$ cat src/rtl/usb_out_ep_pkg.sv
package usb_out_ep_pkg;

  typedef enum logic [1:0] {
    HS_NONE  = 2'd0,
    HS_ACK   = 2'd1,
    HS_NAK   = 2'd2,
    HS_STALL = 2'd3
  } hsCode_e;

  typedef enum logic [1:0] {
    RX_IDLE,
    RX_STORE,
    RX_FULL,
    RX_STALL
  } rxMode_e;

  localparam logic [1:0] REG_CS_LO = 2'd0;
  localparam logic [1:0] REG_CS_HI = 2'd1;
  localparam logic [1:0] REG_COUNT = 2'd2;

  // strobes from control to datapath
  typedef struct packed {
    logic pktStart;
    logic byteWr;
    logic commit;
    logic commitErr;
    logic pop;
    logic rdStep;
  } dpStrobe_t;

endpackage

$ cat src/rtl/usb_out_ep_dp.sv
module usb_out_ep_dp
  import usb_out_ep_pkg::*;
#(
  parameter int MAX_BYTES = 64,
  parameter int CNT_W     = $clog2(MAX_BYTES + 1)
) (
  input  logic             clk,
  input  logic             rstN,
  input  dpStrobe_t        stb,
  input  logic [7:0]       wrData,
  output logic [1:0]       pktCount,
  output logic [CNT_W-1:0] headLen,
  output logic             headErr,
  output logic [CNT_W-1:0] rdIdx,
  output logic [7:0]       rdData
);

  localparam int ADDR_W = (MAX_BYTES > 1) ? $clog2(MAX_BYTES) : 1;
  localparam logic [CNT_W-1:0] CAP = CNT_W'(MAX_BYTES);

  logic             wrSlot;
  logic             rdSlot;
  logic [CNT_W-1:0] wrIdx;
  logic [CNT_W-1:0] slotLen [2];
  logic             slotErr [2];
  logic [7:0]       slotByte [2];

  for (genvar s = 0; s < 2; s++) begin : g_slot
    logic [7:0]       mem [MAX_BYTES];
    logic [CNT_W-1:0] lenQ;
    logic             errQ;

    always_ff @(posedge clk) begin
      if (stb.byteWr && wrSlot == 1'(s) && wrIdx < CAP)
        mem[wrIdx[ADDR_W-1:0]] <= wrData;
    end

    always_ff @(posedge clk or negedge rstN) begin
      if (!rstN) begin
        lenQ <= '0;
        errQ <= 1'b0;
      end else if (stb.commit && wrSlot == 1'(s)) begin
        lenQ <= wrIdx;
        errQ <= stb.commitErr;
      end
    end

    assign slotLen[s]  = lenQ;
    assign slotErr[s]  = errQ;
    assign slotByte[s] = mem[rdIdx[ADDR_W-1:0]];
  end

  always_ff @(posedge clk or negedge rstN) begin
    if (!rstN) begin
      wrIdx    <= '0;
      wrSlot   <= 1'b0;
      rdSlot   <= 1'b0;
      rdIdx    <= '0;
      pktCount <= 2'd0;
    end else begin
      if (stb.pktStart)
        wrIdx <= '0;
      else if (stb.byteWr && wrIdx < CAP)
        wrIdx <= wrIdx + 1'b1;

      if (stb.commit) wrSlot <= ~wrSlot;

      if (stb.pop) begin
        rdSlot <= ~rdSlot;
        rdIdx  <= '0;
      end else if (stb.rdStep) begin
        rdIdx <= rdIdx + 1'b1;
      end

      case ({stb.commit, stb.pop})
        2'b10:   pktCount <= pktCount + 2'd1;
        2'b01:   pktCount <= pktCount - 2'd1;
        default: pktCount <= pktCount;
      endcase
    end
  end

  always_comb begin
    headLen = (pktCount != 2'd0) ? slotLen[rdSlot] : '0;
    headErr = (pktCount != 2'd0) && slotErr[rdSlot];
    rdData  = slotByte[rdSlot];
  end

  // never more than two packets held
  p_count_max_r9: assert property (@(posedge clk) disable iff (!rstN)
    pktCount <= 2'd2);

  // a third packet is never committed
  p_no_commit_full_r8: assert property (@(posedge clk) disable iff (!rstN)
    (stb.commit && pktCount == 2'd2) |-> stb.pop);

  // release only with a packet present
  p_pop_nonempty_r7: assert property (@(posedge clk) disable iff (!rstN)
    stb.pop |-> pktCount != 2'd0);

  // reads stay inside the head packet
  p_rd_in_range_r2: assert property (@(posedge clk) disable iff (!rstN)
    stb.rdStep |-> rdIdx < headLen);

endmodule

$ cat src/rtl/usb_out_ep_ctrl.sv
module usb_out_ep_ctrl
  import usb_out_ep_pkg::*;
#(
  parameter int CNT_W = 7
) (
  input  logic             clk,
  input  logic             rstN,
  input  logic             rxStart,
  input  logic             rxValid,
  input  logic             rxEnd,
  input  logic             rxErr,
  input  logic             rxPid,
  input  logic             regWr,
  input  logic [1:0]       regAddr,
  input  logic [7:0]       regWdata,
  input  logic             fifoRd,
  input  logic [CNT_W-1:0] maxPktSize,
  input  logic             irqEn,
  input  logic [1:0]       pktCount,
  input  logic [CNT_W-1:0] headLen,
  input  logic             headErr,
  input  logic [CNT_W-1:0] rdIdx,
  output dpStrobe_t        stb,
  output logic [1:0]       hsCode,
  output logic [7:0]       csLow,
  output logic [7:0]       csHigh,
  output logic             irq
);

  logic    expToggle, stallReq, stallSent, overrun;
  logic    autoClr, isoMode, dblBuf;
  rxMode_e rxMode;
  hsCode_e hsNext, hsReg;

  logic wrLow, wrHigh, pktReady, fifoFull, stallActive, endEvt;
  logic autoPop, cpuPop;

  always_comb begin
    wrLow       = regWr && regAddr == REG_CS_LO;
    wrHigh      = regWr && regAddr == REG_CS_HI;
    pktReady    = pktCount != 2'd0;
    fifoFull    = dblBuf ? (pktCount == 2'd2) : pktReady;
    stallActive = stallReq && !isoMode;
    endEvt      = rxEnd && rxMode != RX_IDLE;

    hsNext = HS_NONE;
    if (endEvt && !isoMode) begin
      case (rxMode)
        RX_STALL: hsNext = HS_STALL;
        RX_FULL:  hsNext = HS_NAK;
        RX_STORE: hsNext = rxErr ? HS_NONE : HS_ACK;
        default:  hsNext = HS_NONE;
      endcase
    end

    stb.pktStart  = rxStart;
    stb.byteWr    = rxValid && rxMode == RX_STORE;
    stb.commit    = endEvt && rxMode == RX_STORE &&
                    (isoMode || (!rxErr && rxPid == expToggle));
    stb.commitErr = rxErr;
    stb.rdStep    = fifoRd && pktReady && (rdIdx < headLen);
    autoPop       = autoClr && stb.rdStep &&
                    (CNT_W'(rdIdx + 1'b1) == maxPktSize);
    cpuPop        = wrLow && (regWdata[4] || !regWdata[0]);
    stb.pop       = pktReady && (cpuPop || autoPop);
  end

  always_ff @(posedge clk or negedge rstN) begin
    if (!rstN) begin
      expToggle <= 1'b0;
      stallReq  <= 1'b0;
      stallSent <= 1'b0;
      overrun   <= 1'b0;
      autoClr   <= 1'b0;
      isoMode   <= 1'b0;
      dblBuf    <= 1'b0;
      rxMode    <= RX_IDLE;
      hsReg     <= HS_NONE;
    end else begin
      hsReg <= hsNext;

      if (rxStart)
        rxMode <= stallActive ? RX_STALL : (fifoFull ? RX_FULL : RX_STORE);
      else if (rxEnd)
        rxMode <= RX_IDLE;

      if (wrLow && regWdata[7])
        expToggle <= 1'b0;
      else if (stb.commit && !isoMode)
        expToggle <= ~expToggle;

      if (wrLow) stallReq <= regWdata[5];

      if (hsNext == HS_STALL)
        stallSent <= 1'b1;
      else if (wrLow && !regWdata[6])
        stallSent <= 1'b0;

      if (endEvt && isoMode && rxMode == RX_FULL)
        overrun <= 1'b1;
      else if (wrLow && !regWdata[2])
        overrun <= 1'b0;

      if (wrHigh) begin
        autoClr <= regWdata[7];
        isoMode <= regWdata[6];
        dblBuf  <= regWdata[0];
      end
    end
  end

  assign hsCode = hsReg;
  assign csLow  = {1'b0, stallSent, stallReq, 1'b0,
                   pktReady && headErr, overrun, fifoFull, pktReady};
  assign csHigh = {autoClr, isoMode, 5'b0, dblBuf};
  assign irq    = irqEn && (pktReady || stallSent);

  // a STALL leaves stall-sent raised
  p_stall_marks_sent_r5: assert property (@(posedge clk) disable iff (!rstN)
    hsReg == HS_STALL |-> stallSent);

  // isochronous packets never get a handshake
  p_iso_silent_r10: assert property (@(posedge clk) disable iff (!rstN)
    hsReg != HS_NONE |-> !$past(isoMode));

  // a toggle-clear write leaves DATA0 expected
  p_toggle_clear_r4: assert property (@(posedge clk) disable iff (!rstN)
    $past(wrLow && regWdata[7]) |-> !expToggle);

  // handshake is a one-cycle pulse
  p_hs_pulse_r2: assert property (@(posedge clk) disable iff (!rstN)
    hsReg != HS_NONE |=> hsReg == HS_NONE);

endmodule

$ cat src/rtl/usb_out_ep.sv
module usb_out_ep
  import usb_out_ep_pkg::*;
#(
  parameter int MAX_BYTES = 64,
  localparam int CNT_W    = $clog2(MAX_BYTES + 1)
) (
  input  logic             clk,
  input  logic             rstN,
  input  logic             rxStart,
  input  logic             rxValid,
  input  logic [7:0]       rxData,
  input  logic             rxEnd,
  input  logic             rxErr,
  input  logic             rxPid,
  output logic [1:0]       hsCode,
  input  logic             regWr,
  input  logic [1:0]       regAddr,
  input  logic [7:0]       regWdata,
  output logic [7:0]       regRdata,
  input  logic             fifoRd,
  output logic [7:0]       fifoData,
  input  logic [CNT_W-1:0] maxPktSize,
  input  logic             irqEn,
  output logic             irq
);

  dpStrobe_t        stb;
  logic [1:0]       pktCount;
  logic [CNT_W-1:0] headLen;
  logic [CNT_W-1:0] rdIdx;
  logic             headErr;
  logic [7:0]       csLow, csHigh;

  usb_out_ep_ctrl #(.CNT_W(CNT_W)) ctrl_i (
    .clk(clk), .rstN(rstN),
    .rxStart(rxStart), .rxValid(rxValid), .rxEnd(rxEnd),
    .rxErr(rxErr), .rxPid(rxPid),
    .regWr(regWr), .regAddr(regAddr), .regWdata(regWdata),
    .fifoRd(fifoRd), .maxPktSize(maxPktSize), .irqEn(irqEn),
    .pktCount(pktCount), .headLen(headLen), .headErr(headErr), .rdIdx(rdIdx),
    .stb(stb), .hsCode(hsCode), .csLow(csLow), .csHigh(csHigh), .irq(irq)
  );

  usb_out_ep_dp #(.MAX_BYTES(MAX_BYTES), .CNT_W(CNT_W)) dp_i (
    .clk(clk), .rstN(rstN), .stb(stb), .wrData(rxData),
    .pktCount(pktCount), .headLen(headLen), .headErr(headErr),
    .rdIdx(rdIdx), .rdData(fifoData)
  );

  always_comb begin
    case (regAddr)
      REG_CS_LO: regRdata = csLow;
      REG_CS_HI: regRdata = csHigh;
      REG_COUNT: regRdata = 8'(headLen);
      default:   regRdata = 8'h00;
    endcase
  end

endmodule

$ cat config.mk
export PLATFORM = sky130hd
export DESIGN_NAME = usb_out_ep
export DESIGN_NICKNAME = d
export VERILOG_FILES = /design/src/rtl/usb_out_ep_pkg.sv /design/src/rtl/usb_out_ep_dp.sv /design/src/rtl/usb_out_ep_ctrl.sv /design/src/rtl/usb_out_ep.sv
export SDC_FILE = /design/constraint.sdc
export NUM_CORES = 1
export LEC_CHECK = 0
export BUFFER_PORTS_ARGS = -buffer_cell sky130_fd_sc_hd__buf_2
export CAP_MARGIN = 0
export CORE_MARGIN = 5
export CORE_UTILIZATION = 55
export DETAILED_ROUTE_END_ITERATION = 7
export GPL_ROUTABILITY_DRIVEN = 0
export HOLD_SLACK_MARGIN = 0.05
export PLACE_DENSITY = 0.68
export REMOVE_ABC_BUFFERS = 1
export SLEW_MARGIN = 20
export SYNTH_ARGS = -nofsm -noshare
export SYNTH_HDL_FRONTEND = slang
export SYNTH_HIERARCHICAL = 1
export SYNTH_SLANG_ARGS = --single-unit
$ cat constraint.sdc
create_clock -name clk -period 6.4 [get_ports clk]
set_input_delay 0.64 -clock clk [delete_from_list [all_inputs] [get_ports clk]]
set_output_delay 0.64 -clock clk [all_outputs]
set_load 0.02 [all_outputs]
# Yosys cells after proc, flatten, opt, wreduce, memory -nomap -nowiden
# Memory sizes are Yosys's and may differ from the RTL's.
# Cells that the tools add are included.
[word_totals] ff_bits=45 in_bits=35 memories=2 mem_bits_rw=1024 elab_cells=126 out_inout_bits=19
[memory_table] name="dp_i.g_slot[0].mem" depth=64 width=8 read_ports=1 rd_ports_with_merged_regs=0 write_ports=1 line="usb_out_ep_dp.sv:29" text="logic [7:0] mem [MAX_BYTES];"
[memory_table] name="dp_i.g_slot[1].mem" depth=64 width=8 read_ports=1 rd_ports_with_merged_regs=0 write_ports=1 line="usb_out_ep_dp.sv:29"
[classes] n_eq_ne=11 bitwise_logic=4 n_addsub=4 mux=34 n_reduce_logical=50 n_lt_le_gt_ge=3
[op_table] cell="2-to-1 mux 7 bit" count=8
[op_table] cell="logical AND 1 bit" count=31
[op_table] cell="2-to-1 mux 8 bit" count=3
[op_table] cell="one-hot mux 8 bit (3 select lines)" count=1
[op_table] cell="nonzero test 2 bit" count=9
[op_table] cell="2-to-1 mux 1 bit" count=15
[op_table] cell="adder 7 x 1 -> 7 bit (second input constant)" count=2
[op_table] cell="equality test 2 bit (second input constant)" count=6
[op_table] cell="2-to-1 mux 2 bit" count=5
[op_table] cell="equality test 7 bit" count=1
[op_table] cell="< comparator 7 bit" count=1
[op_table] cell="< comparator 7 bit (second input constant)" count=1
[op_table] cell="equality test 2 x 1 -> 1 bit (second input constant)" count=3
[op_table] cell="one-hot mux 2 bit (3 select lines)" count=1
[op_table] cell="zero test 1 bit" count=5
[op_table] cell="logical OR 1 bit" count=4
[op_table] cell="one-hot mux 2 bit (2 select lines)" count=1
[op_table] cell="inverter 1 bit" count=3
[op_table] cell="adder 2 x 1 -> 2 bit (second input constant)" count=1
[op_table] cell="greater-or-equal comparator 2 bit (second input constant)" count=1
[op_table] cell="zero test 2 bit" count=1
[op_table] cell="inverter 1 -> 2 bit" count=1
[op_table] cell="subtractor 2 x 1 -> 2 bit (second input constant)" count=1
[op_table] cell="equality test 1 bit" count=1

# Logic depth before layout (Yosys ltp)
[depth] depth_word=13 ltp_mapped=14 mapped_depth_nobuf=12

# Cells and area by module
# Netlist, hierarchy kept.
[by_module_without_submodules] module="usb_out_ep_dp" cells_each=2110 area_per_inst_um2=41972.8 n_inst=1
[by_module_without_submodules] module="usb_out_ep_ctrl" cells_each=121 area_per_inst_um2=1049.8 n_inst=1
[by_module_without_submodules] module="usb_out_ep" cells_each=20 area_per_inst_um2=211.5 n_inst=1

# Worst setup path before layout
# OpenSTA, ideal clock, no wires.
[synth_path] path_kind="reg2out" from="reg dp_i.rdIdx[0]" to="out fifoData[4]" arrival_ns=2.155 path_stages_with_launch=8 path_slack_ns=3.605 path_cell_list="dfrtp_1 buf_6 buf_12 buf_6 mux4_2 o211ai_1 o211ai_1 o32a_1"
[synth_between] elab_chain_cells=4 elab_cells_between_ends=5
[synth_lines] element="from (decl)" line="usb_out_ep_dp.sv:14" text="output logic [CNT_W-1:0] rdIdx,"
[synth_lines] element="from (signal assigned)" line="usb_out_ep_dp.sv:72" text="rdIdx <= rdIdx + 1'b1;"
[synth_lines] element="memory (64 x 8 bit)"
[synth_lines] element="2-to-1 mux 8 bit (not written as such) (*) (3 in a row)" line="usb_out_ep_dp.sv:86" text="rdData = slotByte[rdSlot];"
[synth_lines] element="to (decl)" line="usb_out_ep.sv:21" text="output logic [7:0] fifoData,"
# Mark *: on every way between the ends. The rest lies on a longest branch, timed or not. The select of a mux whose other input is x is not followed.

# Worst setup path in the final report
[layout_path] from="reg dp_i.rdIdx[0]" to="out fifoData[2]"
# The elaborated chain is that of the path after synthesis.

==> metrics.md <==
| Metric | Value |
|---|---|
| Clock tree sinks | 1069 |
| Total global routing overflow | 0 |
| Detailed Route Iter0 Violations | 2272 |
| Clock tree from TritonCTS | yes |
| Gr usage total | 0.2366 |
| Sequential share of power | 0.422 |
| NetSw | 5.547 mW |
| # diodes | 0 |
| Vias | 21940 |
| Largest net degree at the start of global routing | 109 |
| Number of library cell types mapped by synthesis | 70 |
| Die footprint | 84310 um2 |
| Final setup violation count | 0 |
| Post-synthesis cell count | 2251 |
| Via-to-Cell Ratio | 6.383 |
| Static leakage | 15.46 nW |
| Detail Route Antenna Nets | 0 |
| Area delta synth->final | 10.02% |
| Crit path arrival time | 4.50 ns |
| Max stage delay cell, worst path | dfrtp_4 |
| Initial antenna violation count | 1 |
| Share of post-route cells with drive strength above 1 | 0.1927 |
| Max Slew Vio Count | 0 |
| R2R Path Start | dp_i/rdIdx[1]$_DFFE_PN0P_ |
| I/O Buffers | 51 |
| Most used DFF post-synth | edfxtp_1 |
| Register Area | 31880 um2 |
| Syn Area/Cell | 19.21 um2 |
| Max Clk Rate | 194.6 MHz |
| Internal power | 13.38 mW |
| PD cells | 397.9 nW/um2 |
| First-pass GRT wire length | 148.3 mm |
| Post-synth EDFFs | 1024 |
| Row Count | 102 |
| Critical Path Sink | fifoData[2] |
| Starting Density | 0.5563 |
| Die X | 290.4 um |
| Clock-pin transition on the worst setup and hold timing paths | 0.06 ns |
| Comb power frac | 0.243 |
| Synthesized flop and latch total | 1069 |
| Synthesized area | 43230 um2 |
| Element type at the critical path start | flip-flop |
| HP Class | in -> reg |
| R2R Path End | dp_i/pktCount[1]$_DFFE_PN0P_ |
| CTS root buffer | clkbuf_16 |
| Num CTS Buffers | 105 |
| Outcome | finished clean |
| Clk buf depth | 3 |
| Core footprint | 77720 um2 |
| Critical path required time | 5.76 ns |
| Vias in the first global route | 21960 |
| Routed wire length | 101.0 mm |
| Final WS setup | 1.261 ns |
| Critical Path End Type | output pin |
| Routed wire per std cell | 29.39 um |
| Register-to-Register Path Depth | 9 |
| Initial DRT Pass Iterations | 5 |
| Hold Worst Slack | 0.1925 ns |
| Max cap viols | 0 |
| Max incr delay on CP | 1.02 ns |
| Clock share of power | 0.334 |
| Die height | 290.4 um |
| Final Hold Vio Count | 0 |
| CP Class | reg -> out |
| Clock Latency Late Sink | 0.66 ns |
| Pre-CTS WS | 1.944 ns |
| Setup crit start | dp_i/rdIdx[0]$_DFFE_PN0P_ |
| Post-synthesis async set-or-reset flop share | 0.04210 |
| Clk_skew | 0.01393 ns |
| Post-CTS Setup Bufs | 0 |
| VDD IR max | 0.3598 mV |
| Layout net count | 2352 |
| H-tree Lvls | 3 |
| Final cycle utilization of the critical path | 0.8029 |
| Reg-to-reg slack, setup | 2.34 ns |
| Post_cts resized | 0 |
| RSZ-0062 raised after global routing | no |
| Multi-input logic area | 10090 um2 |
| Sw frac | 0.2931 |
| # DRC | 0 |
| Rel. slew slack | 0.2243 |
| Period minus WS final | 5.139 ns |
| Cells along the critical path | buf_4 -> mux2i_1 -> o221ai_1 -> a21oi_1 -> a221oi_1 -> o32a_1 -> buf_2 |
| Filler cells | 5443 |
| Slew at the pin closest to its max-slew limit | 1.164 ns |
| I/O Pins | 54 |
| Hold Buf Count CTS | 0 |
| Post-DP HPWL | 61.76 mm |
| Ys Warns | 6 |
| Worst-path fanout max | 48 |
| Sequential share of the synthesized area | 0.7373 |
cell families (layout without fill, tap and decap cells):
kind of cell               Yosys count  in the layout  share of synthesized area
DFF                               1069           1069                     0.7373
adders and majority gates           10             10                   0.002894
AOI/OAI and AO/OA                  262            262                    0.04512
xor gates and xnor gates            22             22                   0.004457
other                                1              7                 0.00008674
buffers and inverters              170            310                    0.03024
and+or+nand+nor                    310            310                    0.03291
muxes                              407            407                     0.1470
per-layer routing:
layer | part of all wire | wire length, um | vias to the layer above | track usage
met5 | 0 | 0 | - | 0
met4 | 0.038 | 3858 | 0 | 0.08974
met3 | 0.086 | 8661 | 212 | 0.04348
met2 | 0.47 | 47580 | 985 | 0.3670
met1 | 0.41 | 40920 | 11470 | 0.3415
li1 | - | - | 9276 | -
how the worst min path moves through the flow:
stage	slack, ns	cells past startpoint	start	end
2_1_floorplan	0.34	0	rstN	ctrl_i/autoClr$_DFFE_PN0P_
3_3_place_gp	0.49	1	dp_i/g_slot[0].errQ$_DFFE_PN0P_	dp_i/g_slot[0].errQ$_DFFE_PN0P_
3_5_place_dp	0.50	1	dp_i/g_slot[1].errQ$_DFFE_PN0P_	dp_i/g_slot[1].errQ$_DFFE_PN0P_
4_1_cts	0.16	1	rstN	ctrl_i/rxMode[0]$_DFFE_PN0P_
5_1_grt	0.19	2	regWdata[7]	ctrl_i/expToggle$_DFFE_PN0P_
6_report	0.19	2	regWdata[7]	ctrl_i/expToggle$_DFFE_PN0P_
critical path: cells and delay by family (launching register included):
family	cells	cell delay, ns
buffers and inverters	2	0.79
muxes	1	0.18
AOI/OAI and AO/OA	4	1.77
DFF	1	1.02
cell usage after synthesis (all sizes together) (5+ instances only):
| library cell | n | share of area |
|---|---|---|
| o2bb2ai | 7 | 0.0019 |
| clkbuf | 57 | 0.0061 |
| o221ai | 29 | 0.0059 |
| xor2 | 11 | 0.0022 |
| a31oi | 8 | 0.0012 |
| nand3b | 8 | 0.0014 |
| mux2 | 36 | 0.0094 |
| dfrtp | 45 | 0.026 |
| a21oi | 51 | 0.0059 |
| nor2 | 172 | 0.015 |
| and2 | 6 | 0.00087 |
| o32a | 8 | 0.0019 |
| edfxtp | 1024 | 0.71 |
| or3b | 5 | 0.0010 |
| nand2 | 44 | 0.0038 |
| or3 | 13 | 0.0019 |
| o21ai | 40 | 0.0046 |
| a22oi | 32 | 0.0056 |
| o211ai | 5 | 0.00087 |
| mux2i | 200 | 0.046 |
| xnor2 | 11 | 0.0022 |
| and3 | 5 | 0.00075 |
| ha | 10 | 0.0029 |
| nand3 | 22 | 0.0025 |
| a211oi | 6 | 0.0013 |
| inv | 17 | 0.0015 |
| a22o | 5 | 0.0010 |
| a221oi | 52 | 0.012 |
| buf | 92 | 0.022 |
| nand2b | 7 | 0.0010 |
| a21o | 6 | 0.0010 |
| nor2b | 10 | 0.0016 |
| mux4 | 171 | 0.091 |
state kept, by name (all words and copies together) (netlist names):
| name | cells |
|---|---|
| ctrl_i/autoClr | 1 |
| ctrl_i/dblBuf | 1 |
| ctrl_i/expToggle | 1 |
| ctrl_i/hsCode | 2 |
| ctrl_i/isoMode | 1 |
| ctrl_i/overrun | 1 |
| ctrl_i/rxMode | 2 |
| ctrl_i/stallReq | 1 |
| ctrl_i/stallSent | 1 |
| dp_i/g_slot.errQ | 2 |
| dp_i/g_slot.lenQ | 14 |
| dp_i/g_slot.mem | 1024 |
| dp_i/pktCount | 2 |
| dp_i/rdIdx | 7 |
| dp_i/rdSlot | 1 |
| dp_i/wrIdx | 7 |
| dp_i/wrSlot | 1 |
area by class of cell:
class                           instances  share of cell area
Clock buffer                          124             0.05764
Clock inverter                         73             0.01726
Multi-Input combinational cell       1018              0.2122
Inverter                               18            0.001420
Timing Repair Buffer                   95             0.01378
Tap cell                             1040             0.02736
Sequential cell                      1069              0.6703
power groups by stage:
| stage | registers, mW | clock network, mW | logic, mW |
|---|---|---|---|
| after floorplan | 8.36 | 0 | 2.89 |
| after global placement | 8.13 | 0 | 4.55 |
| after detailed placement | 8.14 | 0 | 4.59 |
| after CTS | 7.99 | 6.41 | 4.60 |
| after global routing | 8.01 | 6.72 | 4.85 |
| final | 7.99 | 6.33 | 4.61 |
metrics by stage:
stage / power, mW / instances / instance area (um2) / TNS (ns) / util
3_5_place_dp: 12.73 / 3239 / 43980 / 0 / 0.5659
5_1_grt: 19.58 / 3437 / 47560 / 0 / 0.6120
4_1_cts: 19.01 / 3436 / 47540 / 0 / 0.6117
6_report: 18.93 / 3437 / 47560 / 0 / 0.6120
2_1_floorplan: 11.25 / 2105 / 42020 / -141.86 / -
3_3_place_gp: 12.68 / 3239 / 43980 / 0 / 0.5659
layout by cell type, fill, tap and decap left out, types with 6 or more instances in the layout:
cell type  netlist  final
mux2i_1        200    200
nand3_1         22     22
o21ai_0         27     27
clkbuf_1        50     17
clkinv_2         0     19
xor2_1          11     11
a221oi_2         8      8
a21oi_1         51     51
buf_4           22     47
o221ai_1        29     29
nand2b_1         7      7
clkbuf_16        0    107
o21ai_1         13     13
nor2b_1          9      7
xnor2_1         11     11
o32a_1           8      8
inv_1           17     16
nand2_1         44     44
nand3b_1         8      8
or3_1           13     13
bufinv_16        0     17
buf_2           25     42
mux4_1          26     26
clkinv_1         1     26
edfxtp_1      1024   1024
a221oi_1        44     44
a31oi_1          8      8
mux2_2          36     36
a22oi_1         32     32
nor2_1         171    171
conb_1           1      7
mux4_2         145    145
a21o_1           6      6
dfrtp_1         45     42
ha_1            10     10
No activity file was read; power rests on OpenSTA's default activity.
